`config.mk`:
```
export PLATFORM = sky130hd
export DESIGN_NAME = wp_status_arbiter
export DESIGN_NICKNAME = d
export VERILOG_FILES = /design/src/rtl/wpa_pkg.sv /design/src/rtl/wpa_wen_latch.sv /design/src/rtl/wpa_nv_store.sv /design/src/rtl/wpa_gate.sv /design/src/rtl/wp_status_arbiter.sv
export SDC_FILE = /design/constraint.sdc
export NUM_CORES = 1
export LEC_CHECK = 0
export ABC_CLOCK_PERIOD_IN_PS = 1300
export BUFFER_PORTS_ARGS = -buffer_cell sky130_fd_sc_hd__buf_2
export CAP_MARGIN = 20
export CORE_AREA = 2 2 39 41
export DETAILED_ROUTE_END_ITERATION = 10
export DIE_AREA = 0 0 41 43
export SYNTH_ARGS = -nofsm -noshare
export SYNTH_HDL_FRONTEND = slang
export SYNTH_HIERARCHICAL = 1
export SYNTH_SLANG_ARGS = --single-unit
```
`constraint.sdc`:
```
create_clock -name clk -period 1.3 [get_ports clk]
set_input_delay 0.195 -clock clk [delete_from_list [all_inputs] [get_ports clk]]
set_output_delay 0.195 -clock clk [all_outputs]
set_load 0.03 [all_outputs]
```
`src/rtl/wpa_pkg.sv`:
```
package wpa_pkg;

    typedef struct packed {
        logic       prot_en;
        logic [1:0] blk_code;
    } nv_bits_t;

    localparam logic [7:0] BUSY_VIEW = 8'hFF;

    // Decide whether an address region (its two top bits) is locked.
    function automatic logic region_locked(input logic [1:0] code,
                                           input logic [1:0] top2);
        logic hit;
        unique case (code)
            2'b00:   hit = 1'b0;
            2'b01:   hit = (top2 == 2'b11);
            2'b10:   hit = top2[1];
            default: hit = 1'b1;
        endcase
        return hit;
    endfunction

    function automatic logic [7:0] status_view(input nv_bits_t nv,
                                               input logic wen,
                                               input logic busy);
        logic [7:0] v;
        if (busy) v = BUSY_VIEW;
        else      v = {nv.prot_en, 3'b000, nv.blk_code, wen, 1'b0};
        return v;
    endfunction

endpackage

```
`src/rtl/wpa_wen_latch.sv`:
```
module wpa_wen_latch (
    input  logic clk,
    input  logic rst,
    input  logic busy_i,
    input  logic set_i,
    input  logic clr_i,
    input  logic done_i,
    output logic wen_o
);
    logic wen_q;

    always_ff @(posedge clk) begin
        if (rst)                  wen_q <= 1'b0;
        else if (done_i || clr_i) wen_q <= 1'b0;
        else if (set_i && !busy_i) wen_q <= 1'b1;
    end

    assign wen_o = wen_q;

    a_r2_set_takes: assert property (@(posedge clk) disable iff (rst)
        (set_i && !busy_i && !clr_i && !done_i) |=> wen_o);
    a_r2_clear_wins: assert property (@(posedge clk) disable iff (rst)
        clr_i |=> !wen_o);
    a_r2_busy_blocks_set: assert property (@(posedge clk) disable iff (rst)
        (busy_i && !wen_o) |=> !wen_o);
    a_r7_commit_drops: assert property (@(posedge clk) disable iff (rst)
        done_i |=> !wen_o);
endmodule

```
`src/rtl/wpa_nv_store.sv`:
```
module wpa_nv_store
    import wpa_pkg::*;
(
    input  logic       clk,
    input  logic       rst,
    input  logic       commit_i,
    input  logic [7:0] wdata_i,
    input  logic       sample_i,
    input  logic       wp_pin_i,
    output nv_bits_t   nv_o,
    output logic       wp_seen_o
);
    nv_bits_t nv_q;
    logic     wp_q;

    always_ff @(posedge clk) begin
        if (rst) begin
            nv_q <= '0;
            wp_q <= 1'b0;
        end else begin
            if (commit_i) begin
                nv_q.prot_en  <= wdata_i[7];
                nv_q.blk_code <= wdata_i[3:2];
            end
            if (sample_i) wp_q <= wp_pin_i;
        end
    end

    assign nv_o      = nv_q;
    assign wp_seen_o = wp_q;

    a_r6_hold_without_commit: assert property (@(posedge clk) disable iff (rst)
        !commit_i |=> $stable(nv_o));
    a_r6_load_on_commit: assert property (@(posedge clk) disable iff (rst)
        commit_i |=> (nv_o.prot_en == $past(wdata_i[7])) &&
                     (nv_o.blk_code == $past(wdata_i[3:2])));
    a_r4_sample_held: assert property (@(posedge clk) disable iff (rst)
        !sample_i |=> $stable(wp_seen_o));
endmodule

```
`src/rtl/wpa_gate.sv`:
```
module wpa_gate
    import wpa_pkg::*;
#(
    parameter int ADDR_W = 13
) (
    input  logic              wen_i,
    input  logic              busy_i,
    input  nv_bits_t          nv_i,
    input  logic              wp_seen_i,
    input  logic [ADDR_W-1:0] addr_i,
    output logic              arr_ok_o,
    output logic              sr_ok_o
);
    localparam int TOP = ADDR_W - 1;

    logic open_cmd;
    logic locked;
    logic sr_guard;

    always_comb begin
        open_cmd = wen_i && !busy_i;
        locked   = region_locked(nv_i.blk_code, addr_i[TOP -: 2]);
        sr_guard = nv_i.prot_en && !wp_seen_i;
        arr_ok_o = open_cmd && !locked;
        sr_ok_o  = open_cmd && !sr_guard;
    end
endmodule

```
`src/rtl/wp_status_arbiter.sv`:
```
module wp_status_arbiter
    import wpa_pkg::*;
#(
    parameter int ADDR_W = 13
) (
    input  logic              clk,
    input  logic              rst,
    input  logic              wp_pin_i,
    input  logic              wren_i,
    input  logic              wrdi_i,
    input  logic              sr_opcode_done_i,
    input  logic [7:0]        sr_data_i,
    input  logic              sr_commit_i,
    input  logic              arr_commit_i,
    input  logic [ADDR_W-1:0] addr_i,
    input  logic              busy_i,
    output logic [7:0]        status_o,
    output logic              arr_wr_ok_o,
    output logic              sr_wr_ok_o
);
    logic     wen;
    nv_bits_t nv;
    logic     wp_seen;
    logic     any_commit;

    assign any_commit = sr_commit_i || arr_commit_i;

    wpa_wen_latch u_wen (
        .clk    (clk),
        .rst    (rst),
        .busy_i (busy_i),
        .set_i  (wren_i),
        .clr_i  (wrdi_i),
        .done_i (any_commit),
        .wen_o  (wen)
    );

    wpa_nv_store u_nv (
        .clk       (clk),
        .rst       (rst),
        .commit_i  (sr_commit_i),
        .wdata_i   (sr_data_i),
        .sample_i  (sr_opcode_done_i),
        .wp_pin_i  (wp_pin_i),
        .nv_o      (nv),
        .wp_seen_o (wp_seen)
    );

    wpa_gate #(.ADDR_W(ADDR_W)) u_gate (
        .wen_i     (wen),
        .busy_i    (busy_i),
        .nv_i      (nv),
        .wp_seen_i (wp_seen),
        .addr_i    (addr_i),
        .arr_ok_o  (arr_wr_ok_o),
        .sr_ok_o   (sr_wr_ok_o)
    );

    assign status_o = status_view(nv, wen, busy_i);

    a_r3_no_latch_no_write: assert property (@(posedge clk) disable iff (rst)
        !status_o[1] && !busy_i |-> !arr_wr_ok_o && !sr_wr_ok_o);
    a_r5_full_lock: assert property (@(posedge clk) disable iff (rst)
        (status_o[3:2] == 2'b11 && !busy_i) |-> !arr_wr_ok_o);
    a_r8_busy_view: assert property (@(posedge clk) disable iff (rst)
        busy_i |-> (status_o == 8'hFF) && !arr_wr_ok_o && !sr_wr_ok_o);
    a_r8_spare_bits_zero: assert property (@(posedge clk) disable iff (rst)
        !busy_i |-> status_o[6:4] == 3'b000 && !status_o[0]);
endmodule

```
---- Word-level counts from Yosys, hierarchy flattened ----
Cells that the tools add are included.
cells by class
  reduce and logical (&&, ||, !) cells .... 13
  multiplexer cells ....................... 2
  eq/ne operators ......................... 3
operators by type and width
  operator                                                                number
  8-bit two-way mux                                                       1
  1-bit logical AND                                                       5
  2-bit equality test (second input constant)                             2
  1-bit zero test                                                         4
  1-bit one-hot mux with 3 select lines                                   1
  2-bit by 1-bit equality test with 1-bit output (second input constant)  1
  2-bit zero test                                                         1
  1-bit logical OR                                                        2
  2-bit OR reduction                                                      1
storage, ports and cells
  logic and storage cells ................. 22
  register bits after elaboration ......... 5
  bits of input ports ..................... 30

---- Logic depth before layout (Yosys ltp) ----
  depth in word-level cells ............... 4
  gate-level depth with buffers ........... 3

---- By module ----
Netlist, hierarchy kept.
modules (own cells, without submodules)
  module             times used  area an instance (sq um)  cells each  sequential area each (sq um)
  wpa_nv_store       1           135.1                     12          80.1
  wp_status_arbiter  1           61.3                      9           0.0
  wpa_wen_latch      1           43.8                      4           20.0
  wpa_gate           1           37.5                      5           0.0

---- Least setup slack after synthesis ----
No wires, ideal clock.
  kind .................................... reg-to-output
  start point ............................. reg u_nv.nv_q (netlist bit u_nv/nv_o[0])
  end point ............................... out arr_wr_ok_o
  buffers on the path ..................... 0
  required time ........................... 1.105 ns
  arrival ................................. 1.000 ns
  stages on the path, launching flop included .. 3
  setup slack ............................. 0.105 ns
  path through ............................ dfxtp_1 -> a21o_1 -> a221oi_2
on the way
  word-level cells in the longest chain between the ends .. 4
ends and longest elaborated chain
  item                                               RTL line                 source
  start, declared                                    wpa_nv_store.sv:13       nv_bits_t nv_q;
  2-bit equality test, or another cell as far along  wpa_pkg.sv:14            unique case (code)
  1-bit one-hot mux with 3 select lines (*)          wpa_pkg.sv:14
  1-bit zero test (*)                                wpa_gate.sv:24           arr_ok_o = open_cmd && !locked;
  1-bit logical AND (*)                              wpa_gate.sv:24
  end, declared                                      wp_status_arbiter.sv:18  output logic arr_wr_ok_o,
Mark *: on every way between the ends. The rest lies on a longest branch, timed or not.

---- Worst setup path after layout ----
Same ends and word-level chain as after synthesis.

==> results.py <==
metrics = {
    "run_status": {
        "status": "finished with violations",
        "violations": "setup timing",
    },
    "cts": {
        "path_clk_slew_ps": 40,
        "clock_latency_ps": 240,
        "postCtsHoldBufs": 0,
        "htree_levels": 1,
        "numCtsBuffers": 3,
        "cts.sinks": 5,
        "ctsRootBufferMaster": "clkbuf_4",
        "tritoncts": "done",
        "cts_buffer_depth": 2,
    },
    "routing": {
        "first_iter_violations": 5,
        "drtPass1Iterations": 2,
        "wl_um": 625,
        "via_count": 277,
        "viasPerCell": 3.96,
        "drc": 0,
        "ant_nets": 0,
        "detail_route.wl_per_cell_um": 8.93,
    },
    "yosys": {
        "synth_area_per_cell_sq_um": 9.26,
        "yosys_register_bits": 5,
        "synth_area_leaders": "dfxtp_1 (36%), mux2i_1 (14%), or2_1 (11%)",
        "synth_cell_types": 13,
        "seq_area_frac_synth": 0.360,
        "synth_top_cells_by_count": "dfxtp_1 (5), or2_1 (5), buf_4 (4), mux2i_1 (4), nor2_1 (4)",
        "synth_cells": 30,
        "yosys_warnings": 6,
        "synth_top_area_frac": 0.360,
        "synth-main-ff-cell": "dfxtp_1",
        "synthArstFlopShare": 0,
        "yosys.area.top_type": "dfxtp_1",
        "synth_edf_count": 0,
        "netlist_area_sq_um": 278,
        "synth_nets": 60,
    },
    "finish": {
        "drive_gt1_frac": 0.574,
        "multi_input_area_sq_um": 144,
        "synthToLayoutAreaGrowth_pct": 52.7,
        "n_antenna_cell": 0,
        "fin_util": 0.307,
        "fillers": 158,
        "seqCellArea_sq_um": 103,
        "stdcell_area_sq_um": 424,
        "final_nets": 85,
    },
    "grt": {
        "grt_overflow": 0,
        "grt_pass1_vias": 282,
        "grt_max_degree": 11,
        "grt_pass1_wl_um": 993,
        "grt_usage": 0.0852,
        "antenna_found_initial": 0,
    },
    "placed_design": {
        "gp_congestion": 0.615,
        "io_buffers": 23,
        "placed_area_sq_um": 383,
    },
    "critical_path": {
        "crit_end": "arr_wr_ok_o",
        "worst_r2r_path_depth": 3,
        "crit_path_end_kind": "output pin",
        "regToRegStartpoint": "u_nv/nv_o[1]",
        "cp_max_fo": 4,
        "r2r_end": "u_nv/nv_o[1]",
        "cp.arrival_ps": 1130,
        "ff2ff_setup_slack_ps": 570,
        "criticalPathCategory": "reg -> out",
        "startpoint": "u_nv/nv_o[0]",
        "cp.required_ps": 1110,
        "cp-start-kind": "flip-flop",
    },
    "pwr": {
        "total_power_mw": 0.448,
        "p_seq_frac": 0.376,
        "p_switching_mw": 0.128,
        "swShare": 0.285,
        "internal_power_mw": 0.320,
        "comb_power_share": 0.224,
        "power.leakage_nw": 0.226,
        "irDropWorstVdd_mv": 0.247,
        "p_clk_frac": 0.400,
        "powerDensity_nw_per_um2": 1060,
    },
    "floorplan": {
        "start_util": 0.201,
        "core_area_sq_um": 1380,
        "num_rows": 14,
        "ios": 40,
        "die_area_sq_um": 1760,
        "die_h_um": 43,
        "die_w_um": 41,
    },
    "timing": {
        "max_freq_ghz": 0.752,
        "clock_skew_ps": 0,
        "tightest_slew_ps": 187,
        "drv_slew": 0,
        "setup_tns_ps": -29.3,
        "final_hold_viol_count": 0,
        "timing.final.ws_setup_ps": -29.3,
        "rsz0062_at_grt": "true",
        "holdWs_ps": 194,
        "setup_viol": 1,
        "relSlewSlack": 0.875,
        "fin_crit_sh": 1.02,
        "final.min_clock_period_ps": 1330,
    },
    "min_path": {
        "hold_class": "in -> reg",
        "holdPathStages": 2,
    },
    "flow_run": {
        "drv_cap": 0,
    },
}
[state kept, by name, summed over array words and instances (netlist names)]
register and count:
u_nv/nv_o 3, u_nv/wp_seen_o 1, u_wen/wen_o 1
[placed cells by master, fill, tap and decap left out]
cell      instances
o21a_1            1
or2_1             5
clkbuf_1          1
nor3_2            1
mux2i_1           4
dfxtp_2           2
buf_4             3
a221oi_2          1
buf_2            21
inv_1             1
nor2_1            4
a21o_1            1
nor2b_1           1
dfxtp_1           3
nand2b_1          1
a21oi_1           1
clkbuf_4          3
[cells by family (layout without fill, tap and decap cells)]
family | Yosys count | count (layout) | synth area share
AND/OR/NAND/NOR | 12 | 12 | 0.248
flip-flops | 5 | 5 | 0.360
buffers and inverters | 5 | 29 | 0.122
multiplexers | 4 | 4 | 0.144
AO/OA/AOI/OAI | 4 | 4 | 0.126
[power groups by stage]
stage,logic (mW),registers (mW),clock network (mW)
final,0.100,0.168,0.179
after global routing,0.111,0.169,0.201
after CTS,0.101,0.168,0.189
after detailed placement,0.0973,0.171,0
after global placement,0.0962,0.171,0
after floorplan,0.0654,0.169,0
[critical path, stage by stage, from the launching register on]
cell      delay, ps
dfxtp_2         330
a21o_1          160
a221oi_2        210
buf_4           200
[worst min-delay path by stage]
stage | from | end | slack [ps]
4_1_cts | rst | u_nv/nv_o[1] | 180
3_5_place_dp | wp_pin_i | u_nv/wp_seen_o | 440
5_1_grt | rst | u_nv/nv_o[1] | 190
3_3_place_gp | sr_data_i[7] | u_nv/nv_o[2] | 430
2_1_floorplan | rst | u_nv/nv_o[0] | 270
6_report | rst | u_nv/nv_o[0] | 190
[layer usage]
metal  up-vias  wire length, um  track usage
li1        144                -            -
met1       117              259       0.0863
met2        16              278        0.134
met3         0               87       0.0314
met4         0                0       0.0600
met5         -                0            0
[area by class of cell]
cell class	count	share of cell area
Multi-Input combinational cell	20	0.339
Timing Repair Buffer	24	0.301
Sequential cell	5	0.242
Clock buffer	4	0.0619
Tap cell	16	0.0472
Inverter	1	0.00885
[stage by stage]
stage	std cells	setup WS, ps
after global routing	70	-106
after floorplan	30	105
after detailed placement	65	165
after global placement	65	178
after CTS	70	-42.4
final	70	-29.3
[timing repair]
action / CTS / global route
gates cloned: 0 / 0
setup endpoints to repair: 1 / 2
gates resized for setup: 3 / 2
setup buffers: 1 / 0
pin swaps: 1 / 0
No activity file was read; power rests on OpenSTA's default activity.
